==> src/rtl/pcm_sched_pkg.sv <==
// Shared types for the bank scheduler.
// Assumes: the operation encoding below is also the cmd_op port encoding.
package pcm_sched_pkg;
    typedef enum logic [1:0] {
        OP_RD  = 2'd0,
        OP_WRS = 2'd1,
        OP_WRL = 2'd2,
        OP_PS  = 2'd3
    } bank_op_e;
endpackage

==> src/rtl/pcm_req_fifo.sv <==
// Request FIFO: stores DEPTH entries of W bits, drops a push into a full queue,
// and shows the head entry combinationally.
// Assumes: the owner pops only when it has finished with the head entry.
module pcm_req_fifo #(
    parameter int W     = 8,
    parameter int DEPTH = 4
) (
    input  logic         clk,
    input  logic         rst_n,
    input  logic         push,
    input  logic [W-1:0] push_data,
    input  logic         pop,
    output logic [W-1:0] head,
    output logic         full,
    output logic         empty
);
    localparam int PW = (DEPTH > 1) ? $clog2(DEPTH) : 1;
    localparam int CW = $clog2(DEPTH + 1);

    logic [W-1:0]  mem [DEPTH];
    logic [PW-1:0] wr_ptr, rd_ptr;
    logic [CW-1:0] count;
    logic          push_ok, pop_ok;

    function automatic logic [PW-1:0] step(input logic [PW-1:0] p);
        return (p == PW'(DEPTH - 1)) ? '0 : p + 1'b1;
    endfunction

    // Status and gated handshakes.
    always_comb begin
        full    = (count == CW'(DEPTH));
        empty   = (count == '0);
        push_ok = push && !full;
        pop_ok  = pop && !empty;
        head    = mem[rd_ptr];
    end

    // Entry storage (no reset needed: guarded by count).
    always_ff @(posedge clk) begin
        if (push_ok) mem[wr_ptr] <= push_data;
    end

    // Pointers and occupancy.
    always_ff @(posedge clk) begin
        if (!rst_n) begin
            wr_ptr <= '0;
            rd_ptr <= '0;
            count  <= '0;
        end else begin
            if (push_ok) wr_ptr <= step(wr_ptr);
            if (pop_ok)  rd_ptr <= step(rd_ptr);
            case ({push_ok, pop_ok})
                2'b10:   count <= count + 1'b1;
                2'b01:   count <= count - 1'b1;
                default: ;
            endcase
        end
    end


    count_limit_chk: assert property (@(posedge clk) disable iff (!rst_n)
        count <= CW'(DEPTH));

    drop_when_full_chk: assert property (@(posedge clk) disable iff (!rst_n)
        full && !pop |=> full && $stable(wr_ptr));

    pop_nonempty_chk: assert property (@(posedge clk) disable iff (!rst_n)
        pop |-> !empty);
endmodule

==> src/rtl/pcm_grant.sv <==
// Grant selection for an idle bank: forced write on a full write queue, then
// read, write, pre-set. Chooses the short or long write kind from the head flag.
// Assumes: inputs reflect registered queue state only.
module pcm_grant
    import pcm_sched_pkg::*;
(
    input  logic     rd_any,
    input  logic     wr_any,
    input  logic     wr_full,
    input  logic     ps_any,
    input  logic     wr_head_pre,
    output logic     gnt,
    output bank_op_e gnt_op
);
    // Fixed-priority pick.
    always_comb begin
        gnt    = 1'b1;
        gnt_op = OP_RD;
        if (wr_full || (!rd_any && wr_any)) gnt_op = wr_head_pre ? OP_WRS : OP_WRL;
        else if (rd_any)                    gnt_op = OP_RD;
        else if (ps_any)                    gnt_op = OP_PS;
        else                                gnt    = 1'b0;
    end
endmodule

==> src/rtl/pcm_bank_sched.sv <==
// Per-bank scheduler for a phase-change memory bank. Holds read, write and
// pre-set queues, issues one operation at a time and times the bank with a
// down-counter. Pre-set jobs yield to pending reads; long writes optionally
// yield to arriving reads. Queue entries retire only on completion.
// Assumes: cancel_en is a quasi-static mode pin; latencies are all >= 1.
module pcm_bank_sched
    import pcm_sched_pkg::*;
#(
    parameter int ADDR_W       = 16,
    parameter int RD_DEPTH     = 8,
    parameter int WR_DEPTH     = 32,
    parameter int PS_DEPTH     = 8,
    parameter int RD_LAT       = 500,
    parameter int SHORT_WR_LAT = 600,
    parameter int LONG_WR_LAT  = 4000,
    parameter int PS_LAT       = 4000
) (
    input  logic              clk,
    input  logic              rst_n,
    input  logic              cancel_en,
    input  logic              rd_valid,
    input  logic [ADDR_W-1:0] rd_addr,
    input  logic              wr_valid,
    input  logic [ADDR_W-1:0] wr_addr,
    input  logic              wr_preset,
    input  logic              ps_valid,
    input  logic [ADDR_W-1:0] ps_addr,
    output logic              cmd_valid,
    output logic [1:0]        cmd_op,
    output logic [ADDR_W-1:0] cmd_addr,
    output logic              rd_done,
    output logic              wr_done,
    output logic              ps_done,
    output logic [ADDR_W-1:0] done_addr
);
    localparam int MAX_A = (RD_LAT > SHORT_WR_LAT) ? RD_LAT : SHORT_WR_LAT;
    localparam int MAX_B = (LONG_WR_LAT > PS_LAT) ? LONG_WR_LAT : PS_LAT;
    localparam int MAX_L = (MAX_A > MAX_B) ? MAX_A : MAX_B;
    localparam int CNT_W = $clog2(MAX_L + 1);

    logic [ADDR_W-1:0] rd_head, ps_head, iss_addr, cur_addr;
    logic [ADDR_W:0]   wr_head;
    logic              rd_full, rd_empty, wr_full, wr_empty, ps_full, ps_empty;
    logic              rd_pop, wr_pop, ps_pop;
    logic              busy, finish, abort, rd_arrive, gnt;
    bank_op_e          cur_op, gnt_op;
    logic [CNT_W-1:0]  cnt;

    function automatic logic [CNT_W-1:0] lat_of(input bank_op_e op);
        case (op)
            OP_RD:   return CNT_W'(RD_LAT);
            OP_WRS:  return CNT_W'(SHORT_WR_LAT);
            OP_WRL:  return CNT_W'(LONG_WR_LAT);
            default: return CNT_W'(PS_LAT);
        endcase
    endfunction

    pcm_req_fifo #(.W(ADDR_W), .DEPTH(RD_DEPTH)) i_rd_q (
        .clk(clk), .rst_n(rst_n), .push(rd_valid), .push_data(rd_addr),
        .pop(rd_pop), .head(rd_head), .full(rd_full), .empty(rd_empty));

    pcm_req_fifo #(.W(ADDR_W + 1), .DEPTH(WR_DEPTH)) i_wr_q (
        .clk(clk), .rst_n(rst_n), .push(wr_valid), .push_data({wr_preset, wr_addr}),
        .pop(wr_pop), .head(wr_head), .full(wr_full), .empty(wr_empty));

    pcm_req_fifo #(.W(ADDR_W), .DEPTH(PS_DEPTH)) i_ps_q (
        .clk(clk), .rst_n(rst_n), .push(ps_valid), .push_data(ps_addr),
        .pop(ps_pop), .head(ps_head), .full(ps_full), .empty(ps_empty));

    pcm_grant i_grant (
        .rd_any(!rd_empty), .wr_any(!wr_empty), .wr_full(wr_full), .ps_any(!ps_empty),
        .wr_head_pre(wr_head[ADDR_W]), .gnt(gnt), .gnt_op(gnt_op));

    // Completion, abort and retirement decisions for the running operation.
    always_comb begin
        rd_arrive = rd_valid && !rd_full;
        finish    = busy && (cnt == CNT_W'(1));
        abort     = busy && !finish &&
                    ((cur_op == OP_PS && !rd_empty) ||
                     (cancel_en && cur_op == OP_WRL && rd_arrive && !wr_full));
        rd_pop    = finish && (cur_op == OP_RD);
        wr_pop    = finish && (cur_op == OP_WRS || cur_op == OP_WRL);
        ps_pop    = finish && (cur_op == OP_PS);
        case (gnt_op)
            OP_RD:   iss_addr = rd_head;
            OP_PS:   iss_addr = ps_head;
            default: iss_addr = wr_head[ADDR_W-1:0];
        endcase
    end

    // Bank occupancy, command and completion pulses.
    always_ff @(posedge clk) begin
        if (!rst_n) begin
            busy      <= 1'b0;
            cnt       <= '0;
            cur_op    <= OP_RD;
            cur_addr  <= '0;
            cmd_valid <= 1'b0;
            cmd_op    <= 2'd0;
            cmd_addr  <= '0;
            rd_done   <= 1'b0;
            wr_done   <= 1'b0;
            ps_done   <= 1'b0;
            done_addr <= '0;
        end else begin
            cmd_valid <= 1'b0;
            rd_done   <= 1'b0;
            wr_done   <= 1'b0;
            ps_done   <= 1'b0;
            if (busy) begin
                if (finish) begin
                    busy      <= 1'b0;
                    cnt       <= '0;
                    rd_done   <= (cur_op == OP_RD);
                    wr_done   <= (cur_op == OP_WRS || cur_op == OP_WRL);
                    ps_done   <= (cur_op == OP_PS);
                    done_addr <= cur_addr;
                end else if (abort) begin
                    busy <= 1'b0;
                    cnt  <= '0;
                end else begin
                    cnt <= cnt - 1'b1;
                end
            end else if (gnt) begin
                busy      <= 1'b1;
                cnt       <= lat_of(gnt_op);
                cur_op    <= gnt_op;
                cur_addr  <= iss_addr;
                cmd_valid <= 1'b1;
                cmd_op    <= gnt_op;
                cmd_addr  <= iss_addr;
            end
        end
    end


    busy_count_chk: assert property (@(posedge clk) disable iff (!rst_n)
        busy |-> cnt != '0);

    cmd_busy_chk: assert property (@(posedge clk) disable iff (!rst_n)
        cmd_valid |-> busy);

    done_onehot_chk: assert property (@(posedge clk) disable iff (!rst_n)
        $onehot0({cmd_valid, rd_done, wr_done, ps_done}));

    ps_done_pulse_chk: assert property (@(posedge clk) disable iff (!rst_n)
        ps_done |=> !ps_done);

    ps_yield_chk: assert property (@(posedge clk) disable iff (!rst_n)
        busy && cur_op == OP_PS && !rd_empty && cnt != CNT_W'(1) |=> !busy);

    no_cancel_chk: assert property (@(posedge clk) disable iff (!rst_n)
        busy && cur_op == OP_WRL && !cancel_en && cnt != CNT_W'(1) |=> busy);

    ps_full_hold_chk: assert property (@(posedge clk) disable iff (!rst_n)
        ps_full && !ps_pop |=> ps_full);
endmodule

==> config.mk <==
export PLATFORM = sky130hd
export DESIGN_NAME = pcm_bank_sched
export DESIGN_NICKNAME = d
export VERILOG_FILES = /design/src/rtl/pcm_sched_pkg.sv /design/src/rtl/pcm_req_fifo.sv /design/src/rtl/pcm_grant.sv /design/src/rtl/pcm_bank_sched.sv
export SDC_FILE = /design/constraint.sdc
export NUM_CORES = 1
export LEC_CHECK = 0
export CAP_MARGIN = 20
export CORE_ASPECT_RATIO = 1.1
export CORE_MARGIN = 8
export CORE_UTILIZATION = 50
export CTS_CLUSTER_DIAMETER = 40
export CTS_CLUSTER_SIZE = 10
export DETAILED_ROUTE_END_ITERATION = 8
export GPL_TIMING_DRIVEN = 1
export PLACE_DENSITY = 0.67
export SLEW_MARGIN = 20
export SYNTH_ARGS = -nofsm -noshare
export SYNTH_HDL_FRONTEND = slang
export SYNTH_SLANG_ARGS = --single-unit
==> constraint.sdc <==
create_clock -name clk -period 4.5 [get_ports clk]
set_input_delay 1.125 -clock clk [delete_from_list [all_inputs] [get_ports clk]]
set_output_delay 1.125 -clock clk [all_outputs]
set_load 0.005 [all_outputs]
---- Word-level counts from Yosys, hierarchy flattened ----
Memories as Yosys holds them, arrays and structs flattened. A register that Yosys moved wholly into a read port is not among the register bits.
Index checks and enable logic that the tools add are counted.
cells by class
  $add $sub $neg .......................... 13
  equal/unequal tests ..................... 21
  muxes and demuxes ....................... 38
  bitwise logic cells ..................... 2
  reduce and logical (&&, ||, !) cells .... 40
operator list
  cell                     count
  $mux W12                 4
  $pmux W16 S2             1
  $mux W3                  8
  $pmux W12 S2             1
  $mux W5                  4
  $logic_and A1 B1 Y1      17
  $pmux W4 S2              2
  $mux W1                  13
  $add A3 B1 Y3 const B    4
  $eq A12 B1 Y1 const B    1
  $eq A2 B2 Y1 const B     6
  $eq A3 B3 Y1 const B     4
  $pmux W6 S2              1
  $sub A12 B1 Y12 const B  1
  $add A5 B1 Y5 const B    2
  $eq A2 B1 Y1 const B     5
  $eq A5 B5 Y1 const B     2
  $add A4 B1 Y4 const B    2
  $eq A4 B4 Y1 const B     2
  $logic_not A4 Y1         2
  $mux W2                  4
  $reduce_bool A2 Y1       4
  $sub A4 B1 Y4 const B    2
  $logic_not A1 Y1         7
  10 further kinds         15
word-level totals
  flip-flop bits (word level) ............. 87
  bits in writable memories ............... 800
  input bits .............................. 55
  output and inout port bits .............. 38
  word-level logic and storage cells ...... 135
  memories ................................ 3
memories
  memory      depth  bits a word  rd ports  clocked after Yosys merged registers in  write ports  line                RTL
  i_wr_q.mem  32     17           1         1                                        1            pcm_req_fifo.sv:20  logic [W-1:0] mem [DEPTH];
  i_ps_q.mem  8      16           1         1                                        1            pcm_req_fifo.sv:20
  i_rd_q.mem  8      16           1         1                                        1            pcm_req_fifo.sv:20

---- Longest topological paths before layout ----
  word-level depth ........................ 10
  mapped depth ............................ 16
  gate-level depth less buffers ........... 14

---- Cells and area by module ----
A second synthesis with hierarchy kept.
unflattened totals
  cell total of the unflattened synthesis .. 2002
  area, all modules ....................... 35790.6 µm²
by module, submodules not included
  module                 instances  cells an instance  area an instance (µm²)  seq. area each (µm²)
  pcm_req_fifo (i_wr_q)  1          1142               21936.0                 16756.1
  pcm_req_fifo (i_rd_q)  1          265                5650.4                  4103.9
  pcm_req_fifo (i_ps_q)  1          264                5526.6                  4103.9
  pcm_bank_sched         1          323                2623.8                  1021.0
  pcm_grant              1          8                  53.8                    0.0

---- Least setup slack after synthesis ----
OpenSTA, ideal clock, no wires.
  path type ............................... input -> register
  start ................................... input rd_valid
  end ..................................... memory i_rd_q.mem[0][0] in the netlist's numbering (enable)
  library setup time ...................... 0.430 ns
  data arrival time ....................... 3.138 ns
  data required time ...................... 4.070 ns
  setup slack ............................. 0.932 ns
  stages on the path ...................... 3
  path buffers ............................ 0
  cells stage by stage .................... o41a_1 > clkinv_1 > nor4_1
on the way
  cells in the longest elaborated chain, start to end .. 3
RTL lines
  what                           line                  RTL
  start: declaration             pcm_bank_sched.sv:21  input logic rd_valid,
  $logic_and A1 B1 Y1            pcm_req_fifo.sv:33    push_ok = push && !full;
  $mux W1                        pcm_req_fifo.sv:40    if (push_ok) mem[wr_ptr] <= push_data;
  $mux W1 (not written as such)  pcm_req_fifo.sv:40
  end: declaration               pcm_req_fifo.sv:20
No other way between the ends.

---- Final worst setup path ----
  start ................................... register i_wr_q.count[1]
  end ..................................... register i_wr_q.count[4]
on the way
  cells in the longest elaborated chain, start to end .. 5
  elaborated cells between the ends (all ways) .. 12
  classes of those cells .................. add/sub (2); eq/ne (3); mux (1); reduce/logical (6)
RTL lines
  what                                                   line                RTL
  start: declaration                                     pcm_req_fifo.sv:22  logic [CW-1:0] count;
  start signal: assignment                               pcm_req_fifo.sv:53  2'b10: count <= count + 1'b1;
  start signal: assignment                               pcm_req_fifo.sv:54  2'b01: count <= count - 1'b1;
  branches (longest 5 deep; another with $sub A6 B1 Y6)  n/a
Parallel ways; which one is timed is not known.
A chain may end at the register's enable or synchronous reset.

==> results by group <==
Outcome
  • Result of the run: finished clean

Logic synthesis
  • Gate count of the mapped netlist: 1,814
  • Top cell types by occurrence after synthesis: edfxtp_1, mux4_2, dfxtp_1
  • Async set-reset flop share out of synthesis: 0%
  • Sequential fraction of the synthesis area: 74.2%
  • Yosys warnings: 0
  • Mean instance size in the synthesized netlist: 19.3 sq um
  • Register bit total from synthesis: 898
  • Count of flip-flops with a built-in enable after synthesis: 800
  • Primary FF master, synth: edfxtp_1
  • Syn nets: 1,900
  • Post-Syn Area: 0.0350 sq mm
  • Count of unique library cells instantiated by Yosys: 59
  • Top cell type by total area after synthesis: edfxtp_1
  • Dominant cells by area after synthesis: edfxtp_1, mux4_2, dfxtp_1
  • Yosys top cell area share: 68.6%
  • Most common cell in the netlist: edfxtp_1

Global routing
  • Vias in the first global route: 18,400
  • Gr ovfl total: 0
  • Maximum number of pins on one net before global-route repair: 48
  • Total global-route track usage: 19.8%
  • Global-route wire length before repair: 117,000 um
  • Initial antenna violation count: 1

Flow run
  • Number of max-capacitance violations reported: 0

Floorplanning
  • Total I/O pin count: 93
  • Core footprint: 0.0691 sq mm
  • Initial core utilization: 50.7%
  • Total die area: 0.0788 sq mm
  • Row count: 101
  • Die Y: 294 um
  • Die width: 268 um

Place
  • Routability congestion estimate: 0.834
  • Half-perimeter wire length after placement: 46,800 um
  • Count of port buffers added during placement: 92

CTS
  • Hold buffer count at cts: 0
  • CTS buffer count: 113
  • Setup repair bufs after CTS: 0
  • Clock sink total: 898
  • H-tree depth: 3
  • Cts repair resizes: 0
  • Clock-pin slew on the worst setup and hold paths: 50 ps
  • Latest clock arrival within the worst-skew pair: 660 ps
  • Root Buffer Master: clkbuf_16
  • Largest buffer count on any clock path: 3
  • CTS tree: yes

Worst setup path
  • Number of buffers and inverters on the critical path: 1
  • Crit path capture type: register
  • Delay of the slowest critical-path stage: 680 ps
  • Cell type group with the largest total delay on the critical path: compound AO/OA/AOI/OAI gates
  • Classification of the worst setup path: register to register
  • Highest fanout seen on the critical path: 11
  • Required time at the endpoint of the critical path: 5090 ps
  • Data arrival time of the critical path: 4570 ps
  • CP cell instances: nor4_1 -> nand2_1 -> o2111ai_1 -> inv_1 -> ha_1 -> xor2_1 -> ha_1 -> a21oi_1 -> o21ai_0 -> a22oi_1 -> o221a_2 -> or3_1 -> a21oi_1
  • Cell with the biggest individual delay on the critical path: o2111ai_1
  • Type of origin of the critical path: register

Routing
  • Number of DRC violations after detailed-routing iteration 0: 1,588
  • Detailed-route wire length per cell: 25.8 um
  • Final Routed Wirelength: 77,400 um
  • Vias after detailed routing: 17,900
  • Residual DRC count: 0
  • Number of iterations in the first detailed-routing pass: 5
  • Final ANT Viol Nets: 0
  • DR vias/cell: 5.95

Pwr
  • Largest vdd supply drop: 0.321 mV
  • Pwr Density: 452 mW/mm^2
  • Sequential Power Share: 50.7%
  • Leak Pwr: 12.8 nW
  • Switching pwr: 0.00390 W
  • Switching portion of total power: 21.2%
  • Power Internal: 0.0145 W
  • Clk pwr share: 44.5%
  • Part of the power in combinational logic: 4.8%

Finish
  • Number of nets at the end of the flow: 2,091
  • Synthesis-to-layout area growth: 16.5%
  • Layout cells sized above 1: 24.8%
  • Number of diodes: 0

Timing
  • Total negative setup slack: 0 ps
  • Setup Viol. Count Final: 0
  • Normalized max-slew margin: 35.2%
  • Final hold violations: 0
  • Transition time at the pin with the least slew margin: 973 ps
  • Max Clock Skew: 23.9 ps
  • Worst hold slack: 453 ps
  • Pins Over Slew Limit: 0
  • Final period demand of the worst path: 3980 ps
  • Setup repair after global routing missed its margin: no
  • Portion of the clock cycle consumed by the worst path in the final layout: 88.4%
  • F_max: 252 MHz

Hold path
  • Hold Path Class: register to register
layer usage:
| metal | up-vias | wire length (um) | global-route usage (%) |
|---|---|---|---|
| li1 | 7754 | - | - |
| met1 | 9438 | 31700 | 26.0 |
| met2 | 561 | 39800 | 34.3 |
| met3 | 107 | 4370 | 3.19 |
| met4 | 2 | 1600 | 5.46 |
| met5 | - | 13 | 0 |
layout make-up:
| class | count | area (sq um) |
|---|---|---|
| fill | 5051 | 28300 |
| tap | 927 | 1160 |
| clock buffer | 149 | 3070 |
| clock inverter | 36 | 332 |
| multi-input combinational | 796 | 8670 |
| inverter | 26 | 97.6 |
| timing repair buffer | 170 | 1480 |
| sequential | 898 | 26000 |
cells by family (layout without fill, tap and decap cells):
family | Yosys count | in the layout | share of synthesized area (%)
multiplexers | 271 | 271 | 15.6
flip-flops | 898 | 898 | 74.2
adder cells (fa/ha/maj) | 31 | 31 | 1.15
buffers and inverters | 120 | 381 | 1.40
XOR/XNOR | 16 | 16 | 0.400
AO/OA/AOI/OAI | 200 | 200 | 3.43
AND/OR/NAND/NOR | 278 | 278 | 3.85
tightest hold or removal path, delay by kind of cell, from the launching register on:
family / cells / cell delay (ps)
flops: 1 / 300
simple gates: 1 / 50
compound gates: 1 / 50
power groups by stage:
stage | Clock [W] | Sequential [W] | Combinational, W
after floorplan | 0 | 0.00947 | 0.000460
after global placement | 0 | 0.00950 | 0.000863
after detailed placement | 0 | 0.00951 | 0.000888
after CTS | 0.00837 | 0.00934 | 0.000891
after global routing | 0.00870 | 0.00935 | 0.000964
final | 0.00821 | 0.00934 | 0.000884
path summary, 6_finish.rpt:
check	start	endpoint	slack [ps]	depth (start not counted)
setup / recovery	i_wr_q.count[1]	i_wr_q.count[4]	520	13
hold / removal	done_addr[10]	done_addr[10]	450	2
hold reg to reg	done_addr[10]	done_addr[10]	450	2
setup reg to reg	i_wr_q.count[1]	i_wr_q.count[4]	520	13
cell usage in the layout (no fill, tap or decap), types with 31 or more instances in the layout:
| master | count |
|---|---|
| edfxtp_1 | 800 |
| mux4_2 | 219 |
| clkbuf_16 | 116 |
| dfxtp_1 | 91 |
| a21oi_1 | 85 |
| clkdlybuf4s50_1 | 78 |
| buf_4 | 74 |
| nand2_1 | 67 |
| nor2_1 | 64 |
| mux2i_1 | 49 |
| o21ai_0 | 31 |
metrics by stage:
| step | power, W | setup WS (ps) | util [%] | instances | instance area [sq um] |
|---|---|---|---|---|---|
| 6_report | 0.0184 | 524 | 59.0 | 3002 | 40800 |
| 5_1_grt | 0.0190 | 250 | 59.0 | 3002 | 40800 |
| 4_1_cts | 0.0186 | 627 | 59.1 | 3001 | 40900 |
| 3_5_place_dp | 0.0104 | 430 | 54.2 | 2816 | 37500 |
| 3_3_place_gp | 0.0104 | 556 | 54.2 | 2816 | 37500 |
| 2_1_floorplan | 0.00993 | 932 | - | 1814 | 35000 |
flip-flops by register name, indices dropped and copies added (netlist names), 3 cells and up, named ones only:
register,cells
i_wr_q.count,6
i_wr_q.rd_ptr,5
cur_addr,16
i_rd_q.count,4
done_addr,16
cnt,12
i_ps_q.mem,128
i_rd_q.rd_ptr,3
i_ps_q.wr_ptr,3
i_wr_q.mem,544
i_wr_q.wr_ptr,5
i_ps_q.count,4
i_ps_q.rd_ptr,3
i_rd_q.wr_ptr,3
i_rd_q.mem,128
Note: power is estimated with default switching activity, not from simulation.
